$ cat config.mk
export PLATFORM = sky130hd
export DESIGN_NAME = dcc_rules
export DESIGN_NICKNAME = d
export VERILOG_FILES = /design/src/rtl/dcc_pkg.sv /design/src/rtl/dcc_rules.sv
export SDC_FILE = /design/constraint.sdc
export NUM_CORES = 1
export LEC_CHECK = 0
export ABC_AREA = 1
export BUFFER_PORTS_ARGS = -buffer_cell sky130_fd_sc_hd__buf_2
export CORE_AREA = 5 5 42 44
export DETAILED_ROUTE_END_ITERATION = 8
export DIE_AREA = 0 0 47 49
export PLACE_DENSITY = 0.58
export SLEW_MARGIN = 20
export SYNTH_ARGS = -nofsm -noshare
export SYNTH_HDL_FRONTEND = slang
export SYNTH_SLANG_ARGS = --single-unit
export TNS_END_PERCENT = 50
$ cat constraint.sdc
create_clock -name vclk -period 1.3
set_clock_uncertainty 0.2 [all_clocks]
set_input_delay 0.325 -clock vclk [all_inputs]
set_output_delay 0.325 -clock vclk [all_outputs]
set_load 0.02 [all_outputs]
$ cat src/rtl/dcc_pkg.sv
package dcc_pkg;

   typedef enum logic [2:0] {
      ROLE_LEAD,
      ROLE_SRC,
      ROLE_SRC_FUSED,
      ROLE_REPL,
      ROLE_BAD
   } dcc_role_e;

   typedef enum logic [2:0] {
      ERR_NONE  = 3'd0,
      ERR_ORDER = 3'd1,
      ERR_LAST  = 3'd2,
      ERR_ARCH  = 3'd3,
      ERR_DTYPE = 3'd4,
      ERR_COUNT = 3'd5
   } dcc_err_e;

   typedef struct packed {
      dcc_role_e   role;
      logic        more;
      logic        combo;
      logic        last;
      logic [3:0]  in_dt;
      logic [3:0]  out_dt;
   } dcc_fields_t;

endpackage

$ cat src/rtl/dcc_rules.sv
module dcc_rules
   import dcc_pkg::*;
#(
   parameter int  MAX_SRC     = 32,
   parameter int  CNT_W       = 6,
   parameter int  ARCH_W      = 4,
   parameter int  ARCH_GATE   = 2,
   parameter int  CLASS_LO    = 8,
   parameter int  CLASS_HI    = 11,
   parameter bit  CHECK_COMBO = 1'b1
) (
   input  dcc_fields_t        f,
   input  logic [ARCH_W-1:0]  arch,
   input  logic               first,
   input  logic [CNT_W-1:0]   src_cnt,
   input  logic               last_seen,
   input  logic               repl_seen,
   output dcc_err_e           code
);

   logic is_src;
   logic lead_flag_bad;
   logic bad_order, bad_last, bad_arch, bad_dtype, bad_count;
   logic in_cls, out_cls;

   assign is_src = (f.role == ROLE_SRC) || (f.role == ROLE_SRC_FUSED);

   generate
      if (CHECK_COMBO) begin : g_combo_chk
         assign lead_flag_bad = (f.role == ROLE_LEAD) && f.more && !f.combo;
      end else begin : g_combo_skip
         logic unused_combo;
         assign unused_combo = f.combo;
         assign lead_flag_bad = 1'b0;
      end
   endgenerate

   assign in_cls  = (f.in_dt  >= 4'(CLASS_LO)) && (f.in_dt  <= 4'(CLASS_HI));
   assign out_cls = (f.out_dt >= 4'(CLASS_LO)) && (f.out_dt <= 4'(CLASS_HI));

   assign bad_order = (f.role == ROLE_BAD)
                   || ((f.role == ROLE_LEAD) && !first)
                   || lead_flag_bad
                   || (is_src && repl_seen)
                   || ((f.role == ROLE_REPL) && (src_cnt == '0));

   assign bad_last  = (is_src && last_seen)
                   || ((f.role == ROLE_REPL) && !last_seen)
                   || (!f.more && !(last_seen || (is_src && f.last)));

   assign bad_arch  = (arch <= ARCH_W'(ARCH_GATE))
                   && ((f.role == ROLE_LEAD) || (f.role == ROLE_SRC_FUSED)
                       || (f.role == ROLE_REPL));

   assign bad_dtype = is_src && (in_cls != out_cls);
   assign bad_count = is_src && (src_cnt == CNT_W'(MAX_SRC));

   always_comb begin
      if (bad_order)      code = ERR_ORDER;
      else if (bad_last)  code = ERR_LAST;
      else if (bad_arch)  code = ERR_ARCH;
      else if (bad_dtype) code = ERR_DTYPE;
      else if (bad_count) code = ERR_COUNT;
      else                code = ERR_NONE;
   end

endmodule

---- Word-level counts from Yosys, hierarchy flattened ----
Index checks and enable logic that the tools add are counted.
cells by class
  multiplexer cells ....................... 5
  equal/unequal tests ..................... 6
  reduce and logical (&&, ||, !) cells .... 31
  magnitude comparators ................... 5
operator list
  cell                number
  $mux 3              5
  $logic_and 1x1->1   14
  $logic_or 1x1->1    10
  $ge 4x4->1 const B  2
  $le 4x4->1 const B  2
  $eq 3x2->1 const B  2
  $eq 6x6->1 const B  1
  $logic_not 6->1     1
  $logic_not 1->1     5
  $le 4x2->1 const B  1
  $eq 3x1->1 const B  1
  $eq 3x3->1 const B  1
  $logic_not 3->1     1
  $ne 1x1->1          1
word-level totals
  word-level logic and storage cells ...... 47
  output and inout bits ................... 3
  register bits ........................... 0
  bits of input ports ..................... 27

---- Longest topological paths before layout ----
Gate-level depths: netlist of run 1.
  depth in word-level cells ............... 9
  depth in mapped cells ................... 9
  gate-level depth less buffers ........... 9

---- Worst setup path before layout of run 1 ----
Ideal clock, no wire load.
  kind .................................... input -> output
  from .................................... input port src_cnt[1]
  to ...................................... output port code[2]
  slack ................................... -212 ps
  required time ........................... 775 ps
  stages on the path ...................... 7
  path buffers ............................ 0
  data arrival time ....................... 987 ps
  cells stage by stage .................... nor2_1 -> nand2_1 -> nor2_1 -> nand2_1 -> o21ai_0 -> nand2_1 -> nor2_2
between the ends
  longest elaborated chain between the ends .. 7
  elaborated cells on any way between the ends .. 10
  classes of those cells .................. 1 x eq/ne; 5 x mux; 4 x reduce/logical
RTL lines
  element             line             RTL
  start: declaration  dcc_rules.sv:15  input logic [CNT_W-1:0] src_cnt,
  $eq 6x6->1          dcc_rules.sv:56  assign bad_count = is_src && (src_cnt == CNT_W'(MAX_SRC));
  $logic_and 1x1->1   dcc_rules.sv:56
  $mux 3              dcc_rules.sv:63  else if (bad_count) code = ERR_COUNT;
  $mux 3              dcc_rules.sv:62  else if (bad_dtype) code = ERR_DTYPE;
  $mux 3              dcc_rules.sv:61  else if (bad_arch) code = ERR_ARCH;
  $mux 3              dcc_rules.sv:60  else if (bad_last) code = ERR_LAST;
  $mux 3 *            dcc_rules.sv:59  if (bad_order) code = ERR_ORDER;
  end: declaration    dcc_rules.sv:18  output dcc_err_e code
Every way passes the cells marked *; elsewhere a longest branch is shown, timed or not.

---- Worst setup path in the final report of run 1 ----
  from .................................... input port f[13] (netlist bit)
  to ...................................... output port code[2]
between the ends
  longest elaborated chain between the ends .. 9
  elaborated cells on any way between the ends .. 33
  classes of those cells .................. 4 x eq/ne; 5 x mux; 24 x reduce/logical
RTL lines
  element                                                             line             RTL
  start: declaration                                                  dcc_rules.sv:12  input dcc_fields_t f,
  parallel branches: the longest is 8 deep, another holds $eq 3x1->1  n/a
  $mux 3 *                                                            dcc_rules.sv:59
Every way passes the cells marked *.

==> qor.txt, run 1 <==
status - finished with violations
violated checks - setup timing
Final Hold Viols - 0
Post-Synth Adder-Cell Area - 0
Leakage Power - 0.333 nW
P&R area growth vs syn - 132%
Synth area leader - nand2_1
cts hold-fix bufs - 0
initial DRC count - 4
Die Ht - 49 µm
Ys Warns - 0
Simple-Gate Fraction of Synth Area - 0.716
flip-flop and latch count - 0
post-synth net total - 87
highest clock rate - 0.601 GHz
Residual DRC - 0
Initial Util - 0.188
nets - 117
vias post-DR - 443
endpoint type of the worst setup path - output pin
XOR/XNOR Fraction of Synth Area - 0
Routed Antenna Nets - 0
Post-Route WL - 960 µm
Post-Place Cell Area - 484 µm²
gr usage total - 0.0884
crit path DAT - 1.14 ns
number of vias per cell - 4.26
Synth Area per Inst - 4.40 µm²
Final WS setup - -0.365 ns
IO buf count - 26
Pins Over Slew Limit - 0
worst-path maximum fanout - 7
DIE AREA - 2300 µm²
DR WL/cell - 9.23 µm
RSZ-0062 raised after global routing - yes
Worst setup SP type - primary input
CLK BUF - 0
vias in the first global route - 422
total power - 0.000192 W
HPWL after DPL - 779 µm
initial antenna violation count - 0
PwrDens - 313 nW/µm²
Synth Instances - 60
sequential-to-total area share from yosys stat - 0
largest family of logic cells by synthesized area - simple AND/OR/NAND/NOR gates
synth unique cells - 13
Core Box Area - 1400 µm²
Rows - 14
pin count of the biggest net entering global routing - 8
chip width - 47 µm
wire length of the first global-routing pass - 1650 µm
top-count cell post-synth - nand2_1
maxcap violations - 0
I/O pins - 30
Rel. slew slack - 0.816
GRT overflow - 0
Worst VDD drop - 0.000128 V
worst hold margin - 0.966 ns
min cycle time layout - 1.66 ns
commonest cells in the netlist - nand2_1 (21), nor2_1 (10), inv_1 (9)
dpl ws - -0.527 ns
Register Area - 0 µm²
actual slew at the worst max-slew pin - 0.274 ns
period utilization - 1.28
Post-CTS Repair Setup Buffers - 0
Mapped Area - 264 µm²
CP required - 0.77 ns
Synth area leaders - nand2_1 (30%), nor2_1 (14%), nand3_1 (13%), inv_1 (13%), nand2_2 (4.7%)
Compound-Gate Fraction of Synth Area - 0.0948
# diodes - 0
CP Class - primary input to output pin
GP Congestion - 0.803
Fill cells - 161
post-route cell area - 613 µm²
DR pass1 iterations - 4
Yosys top cell area share - 0.299
# setup viols final - 3
ratio of cells with drive above 1 in the final layout - 0.545
type of the worst min-delay path - primary input to output pin
post-synthesis mux area share - 0
cells in the final DEF (no fill, tap or decap):
cell type,n
a21oi_1,1
buf_12,1
buf_2,16
buf_6,10
buf_8,1
clkinv_8,1
inv_1,8
inv_12,1
inv_4,1
inv_8,1
nand2_1,18
nand2_2,4
nand2_4,1
nand3_1,3
nand3_2,4
nand4_1,2
nor2_1,6
nor2_2,1
nor2_4,5
o211ai_1,1
o21ai_2,1
o21bai_1,1
critical path: stages:
cell,delay [ns]
buf_8,0.11
clkinv_8,0.05
nand2_2,0.04
o21bai_1,0.14
nand2_1,0.10
nor2_4,0.11
nand2_2,0.07
nor2_4,0.08
buf_6,0.11
kinds of logic after synthesis:
family | Yosys count
AND/OR/NAND/NOR | 44
buffers and inverters | 12
AO/OA/AOI/OAI | 4
worst paths after layout:
check | cells past startpoint | startpoint | slack, ns | to
worst max-delay path | 9 | f[13] | -0.36 | code[2]
worst min-delay path | 7 | f[13] | 0.97 | code[2]
layout make-up:
cell class | count | area [µm²] | area share
inverters | 12 | 80.1 | 0.131
well taps | 16 | 20.0 | 0.0327
repair buffers | 28 | 228 | 0.371
multi-input cells | 48 | 285 | 0.465
per-stage QoR:
stage,TNS (ns),std cells,util
finish,-1.05,104,0.438
global route,-1.25,104,0.438
CTS,-0.996,104,0.418
detailed placement,-1.50,104,0.346
global placement,-1.46,104,0.346
floorplan,-0.460,60,-
power by group:
group | internal (W) | switching, W
clock network | 0 | 0
logic | 0.0000970 | 0.0000949
registers | 0 | 0
total | 0.0000970 | 0.0000949
routing by layer:
metal	routed length (µm)	global-route usage	up-vias
li1	-	-	241
met1	393	0.130	186
met2	503	0.145	16
met3	63	0.00738	0
met4	0	0	0
met5	0	0	-
timing repair:
| action | 4_1_cts | 5_1_grt |
|---|---|---|
| endpoints found under the setup margin | 3 | 3 |
| gates resized for setup | 28 | 6 |
| pin swaps | 16 | 1 |
Power figures use the tool's default switching activity.
==> inputs of run 2 (changes only) <==
--- a/config.mk
+++ b/config.mk
@@ -6,11 +6,11 @@
 export NUM_CORES = 1
 export LEC_CHECK = 0
 export ABC_AREA = 1
-export BUFFER_PORTS_ARGS = -buffer_cell sky130_fd_sc_hd__buf_2
 export CORE_AREA = 5 5 42 44
 export DETAILED_ROUTE_END_ITERATION = 8
 export DIE_AREA = 0 0 47 49
-export PLACE_DENSITY = 0.58
+export DONT_BUFFER_PORTS = 1
+export PLACE_DENSITY = 0.39
 export SLEW_MARGIN = 20
 export SYNTH_ARGS = -nofsm -noshare
 export SYNTH_HDL_FRONTEND = slang
==> run 2 against run 1 <==
Compared with the run above: the run still ends with setup timing left; maximum frequency is 12% higher; core utilization is 17 points lower; first-iteration DRC count is 25% higher; worst setup slack better by 0.17 ns; power is 47% lower; combinational power is 47% lower; clock-buffer cell count stayed put; non-clock buffer count is 27 lower; largest power group unchanged.
==> qor.txt, run 2 (synthesized netlist as in run 1, its figures left out) <==
min cycle time layout - 1.49 ns (was 1.66 ns)
most common cell after layout, fill and taps aside - nand2_1 (unchanged)
# diodes - 0 (unchanged)
highest clock rate - 0.671 GHz (was 0.601 GHz)
Routed Antenna Nets - 0 (unchanged)
non-filler cells, final - 77 (was 104)
Worst VDD drop - 0.0000635 V (was 0.000128 V)
DR WL/cell - 9.69 µm (was 9.23 µm)
initial DRC count - 5 (was 4)
most frequent cells in the layout - nand2_1 (18), inv_1 (7), nor2_1 (6), nand3_1 (5), nor2_4 (4) (was nand2_1 (18), buf_2 (16), buf_6 (10), inv_1 (8), nor2_1 (6))
vias post-DR - 348 (was 443)
status - finished with violations (unchanged)
Worst setup SP type - primary input (unchanged)
# setup viols final - 3 (unchanged)
hold path depth - 4 (was 7)
violated checks - setup timing (unchanged)
HPWL after DPL - 682 µm (was 779 µm)
Post-CTS Repair Setup Buffers - 0 (unchanged)
Leakage Power - 0.194 nW (was 0.333 nW)
I/O pins - 30 (unchanged)
GRT overflow - 0 (unchanged)
slowest CP cell - nor2_1 (was o21bai_1)
CP required - 0.77 ns (about the same)
Cells after DPL - 77 (was 104)
period utilization - 1.15 (was 1.28)
crit path cell chain - nor2_1 -> nand3_1 -> nor2_1 -> nor2_4 -> buf_4 -> nand2_4 (was buf_8 -> clkinv_8 -> nand2_2 -> o21bai_1 -> nand2_1 -> nor2_4 -> nand2_2 -> nor2_4 -> buf_6)
CLK BUF - 0 (unchanged)
CP Class - primary input to output pin (unchanged)
Register Area - 0 µm² (unchanged)
IO buf count - 0 (was 26)
DIE AREA - 2300 µm² (unchanged)
Residual DRC - 0 (unchanged)
Final Hold Viols - 0 (unchanged)
nets - 90 (was 117)
wire length of the first global-routing pass - 1080 µm (was 1650 µm)
Final WS setup - -0.191 ns (was -0.365 ns)
Die Ht - 49 µm (unchanged)
Largest stage delay, worst path - 0.17 ns (was 0.14 ns)
Initial Util - 0.188 (unchanged)
number of vias per cell - 4.52 (was 4.26)
PwrDens - 267 nW/µm² (was 313 nW/µm²)
hold path startpoint - last_seen (was f[13])
ratio of cells with drive above 1 in the final layout - 0.311 (was 0.545)
chip width - 47 µm (unchanged)
dpl ws - -0.281 ns (was -0.527 ns)
crit path DAT - 0.97 ns (was 1.14 ns)
total power - 0.000101 W (was 0.000192 W)
initial antenna violation count - 0 (unchanged)
Fill cells - 180 (was 161)
Top cell by count, worst path - nor2_1
GP Congestion - 0.706 (was 0.803)
pin count of the biggest net entering global routing - 8 (unchanged)
maxcap violations - 0 (unchanged)
P&R area growth vs syn - 43.6% (was 132%)
Rows - 14 (unchanged)
worst-path maximum fanout - 3 (was 7)
Rel. slew slack - 0.824 (was 0.816)
RSZ-0062 raised after global routing - yes (unchanged)
Post-Route WL - 746 µm (was 960 µm)
WHS Endpoint - code[2] (unchanged)
gr usage total - 0.0575 (was 0.0884)
endpoint type of the worst setup path - output pin (unchanged)
DR pass1 iterations - 4 (unchanged)
actual slew at the worst max-slew pin - 0.262 ns (was 0.274 ns)
Core Box Area - 1400 µm² (unchanged)
vias in the first global route - 288 (was 422)
Pins Over Slew Limit - 0 (unchanged)
flip-flop and latch count - 0 (unchanged)
Setup TNS - -0.524 ns (was -1.05 ns)
type of the worst min-delay path - primary input to output pin (unchanged)
run 2: where the power goes:
| part | total, W | leakage, nW | internal (W) | switching, W |
|---|---|---|---|---|
| clock | 0 | 0 | 0 | 0 |
| sequential | 0 | 0 | 0 | 0 |
| combinational | 0.000101 | 0.194 | 0.0000413 | 0.0000600 |
| total | 0.000101 | 0.194 | 0.0000413 | 0.0000600 |
run 2: per-layer routing:
layer	wire length (µm)	up-vias	track usage
met5	0	-	0
met4	0	0	0
met3	92	0	0.0148
met2	373	13	0.106
met1	279	147	0.0674
li1	-	188	-
run 2: worst max-delay path by stage:
stage	slack, ns	start	end
floorplan	-0.17	src_cnt[0]	code[2]
global placement	-0.28	src_cnt[1]	code[2]
detailed placement	-0.28	src_cnt[1]	code[2]
CTS	-0.21	src_cnt[1]	code[2]
global route	-0.27	f[13]	code[2]
finish	-0.19	src_cnt[5]	code[0]
run 2: layout make-up:
class              instances  area [µm²]  share of cell area
well taps                 16        20.0              0.0528
repair buffers             1        7.51              0.0198
inverters                 12        80.1               0.211
multi-input cells         48         272               0.716
run 2: timing repair:
| item | in CTS | in global routing |
|---|---|---|
| pin swaps | 3 | 1 |
| endpoints found under the setup margin | 3 | 3 |
| hold buffers | 0 | 0 |
| gates resized for setup | 7 | 3 |
run 2: metrics by stage:
| stage | util | hold slack [ns] | instance area [µm²] |
|---|---|---|---|
| global placement | 0.247 | 0.760 | 347 |
| global route | 0.271 | 0.766 | 379 |
| floorplan | - | 0.726 | 319 |
| CTS | 0.263 | 0.716 | 369 |
| finish | 0.271 | 0.721 | 379 |
| detailed placement | 0.247 | 0.763 | 347 |
run 2: worst max-delay path: cells and delay by family:
kind          cells  cell delay (ns)
simple gates      5             0.51
buf+inv           1             0.14
==> inputs of run 3 (changes only) <==
--- a/config.mk
+++ b/config.mk
@@ -10,7 +10,6 @@
 export DETAILED_ROUTE_END_ITERATION = 8
 export DIE_AREA = 0 0 47 49
 export DONT_BUFFER_PORTS = 1
-export PLACE_DENSITY = 0.39
 export SLEW_MARGIN = 20
 export SYNTH_ARGS = -nofsm -noshare
 export SYNTH_HDL_FRONTEND = slang
==> run 3 against run 2 <==
Compared with the run above: the flow still finishes with violations (setup timing); first-iteration DRC count up 20%; combinational power barely moved; sequential share of layout area stayed put; non-clock buffer count down 1; cell area shrank 1.7%; largest cell class unchanged.
==> qor.txt, run 3 (synthesized netlist as in run 1, its figures left out) <==
most common cell after layout, fill and taps aside - nand2_1 (unchanged)
DR pass1 iterations - 2 (was 4)
Routed Antenna Nets - 0 (unchanged)
period utilization - 1.17 (was 1.15)
number of vias per cell - 4.57 (was 4.52)
Top cell by count, worst path - nor2_4 (was nor2_1)
initial DRC count - 6 (was 5)
vias post-DR - 347 (was 348)
Die Ht - 49 µm (unchanged)
Rows - 14 (unchanged)
post-route cell area - 373 µm² (was 379 µm²)
min cycle time layout - 1.52 ns (was 1.49 ns)
type of the worst min-delay path - primary input to output pin (unchanged)
IO buf count - 0 (unchanged)
Core Box Area - 1400 µm² (unchanged)
non-filler cells, final - 76 (was 77)
CP required - 0.77 ns (about the same)
Post-CTS Repair Setup Buffers - 0 (unchanged)
gr usage total - 0.0695 (was 0.0575)
Leakage Power - 0.189 nW (was 0.194 nW)
chip width - 47 µm (unchanged)
wire length of the first global-routing pass - 1320 µm (was 1080 µm)
# diodes - 0 (unchanged)
crit path DAT - 0.99 ns (was 0.97 ns)
initial antenna violation count - 0 (unchanged)
P&R area growth vs syn - 41.2% (was 43.6%)
GP Congestion - 0.788 (was 0.706)
crit path cell chain - inv_12 -> nand2_4 -> o21bai_1 -> nand2_1 -> nor2_4 -> nand2_2 -> nor2_4 (was nor2_1 -> nand3_1 -> nor2_1 -> nor2_4 -> buf_4 -> nand2_4)
CP Class - primary input to output pin (unchanged)
PwrDens - 263 nW/µm² (was 267 nW/µm²)
Pins Over Slew Limit - 0 (unchanged)
ratio of cells with drive above 1 in the final layout - 0.333 (was 0.311)
highest clock rate - 0.660 GHz (was 0.671 GHz)
worst path buffer plus inverter count - 1 (unchanged)
nets - 89 (was 90)
endpoint type of the worst setup path - output pin (unchanged)
pin count of the biggest net entering global routing - 8 (unchanged)
flip-flop and latch count - 0 (unchanged)
Post-Place Cell Area - 339 µm² (was 347 µm²)
Post-Route WL - 762 µm (was 746 µm)
DR WL/cell - 10.0 µm (was 9.69 µm)
Worst setup SP type - primary input (unchanged)
vias in the first global route - 337 (was 288)
I/O pins - 30 (unchanged)
HPWL after DPL - 701 µm (was 682 µm)
Final Hold Viols - 0 (unchanged)
status - finished with violations (unchanged)
slowest CP cell - nor2_4 (was nor2_1)
Worst Setup SP - f[11] (was src_cnt[5])
Register Area - 0 µm² (unchanged)
violated checks - setup timing (unchanged)
Worst VDD drop - 0.0000959 V (was 0.0000635 V)
RSZ-0062 raised after global routing - yes (unchanged)
WP depth - 7 (was 6)
worst-path maximum fanout - 4 (was 3)
Cells after DPL - 76 (was 77)
actual slew at the worst max-slew pin - 0.256 ns (was 0.262 ns)
Residual DRC - 0 (unchanged)
Core Util, Final - 0.266 (was 0.271)
Final WS setup - -0.216 ns (was -0.191 ns)
GRT overflow - 0 (unchanged)
crit path to - code[2] (was code[0])
CP top delay family - simple AND/OR/NAND/NOR gates (unchanged)
DIE AREA - 2300 µm² (unchanged)
Largest stage delay, worst path - 0.17 ns (about the same)
dpl ws - -0.264 ns (was -0.281 ns)
CLK BUF - 0 (unchanged)
Rel. slew slack - 0.828 (was 0.824)
Initial Util - 0.188 (unchanged)
most frequent cells in the layout - nand2_1 (17), inv_1 (7), nor2_1 (6), nand2_2 (5), nand3_1 (5) (was nand2_1 (18), inv_1 (7), nor2_1 (6), nand3_1 (5), nor2_4 (4))
# setup viols final - 3 (unchanged)
maxcap violations - 0 (unchanged)
## run 3: repair_timing
action | 4_1_cts | 5_1_grt
hold buffers | 0 | 0
pin swaps | 7 | 7
gates cloned | 0 | 0
gates resized for setup | 6 | 5
setup endpoints to repair | 3 | 3
## run 3: tightest hold or removal path, stage by stage
cell     delay, ns
nand2_1       0.06
nand2_2       0.06
nand3_2       0.09
nor2_4        0.06
## run 3: layout make-up
class,count,area [µm²]
Multi-Input combinational cell,48,273
Fill cell,170,1030
Inverter,12,80.1
Tap cell,16,20.0
## run 3: metrics by stage
step                setup TNS (ns)  hold slack, ns  power (W)
finish                      -0.510           0.709  0.0000979
global route                -0.753           0.750   0.000112
CTS                         -0.515           0.721  0.0000933
detailed placement          -0.728           0.763  0.0000879
global placement            -0.711           0.752  0.0000857
floorplan                   -0.460           0.726  0.0000771
## run 3: power breakdown
group / internal (W) / switching [W]
Sequential: 0 / 0
Combinational: 0.0000378 / 0.0000601
Clock: 0 / 0
Total: 0.0000378 / 0.0000601
## run 3: worst min path at each step
stage / start / to / depth (start not counted) / slack (ns)
final: last_seen / code[2] / 4 / 0.71
after global routing: last_seen / code[2] / 4 / 0.75
after CTS: last_seen / code[2] / 4 / 0.72
after detailed placement: last_seen / code[2] / 4 / 0.76
after global placement: last_seen / code[2] / 4 / 0.75
after floorplan: last_seen / code[2] / 4 / 0.73
## run 3: metal layers
metal | part of all wire | GRT usage | wire length, µm | up-vias
met3 | 0.089 | 0.0111 | 68 | 0
met1 | 0.44 | 0.102 | 334 | 147
met2 | 0.47 | 0.111 | 359 | 15
met5 | 0 | 0 | 0 | -
li1 | - | - | - | 185
met4 | 0 | 0 | 0 | 0
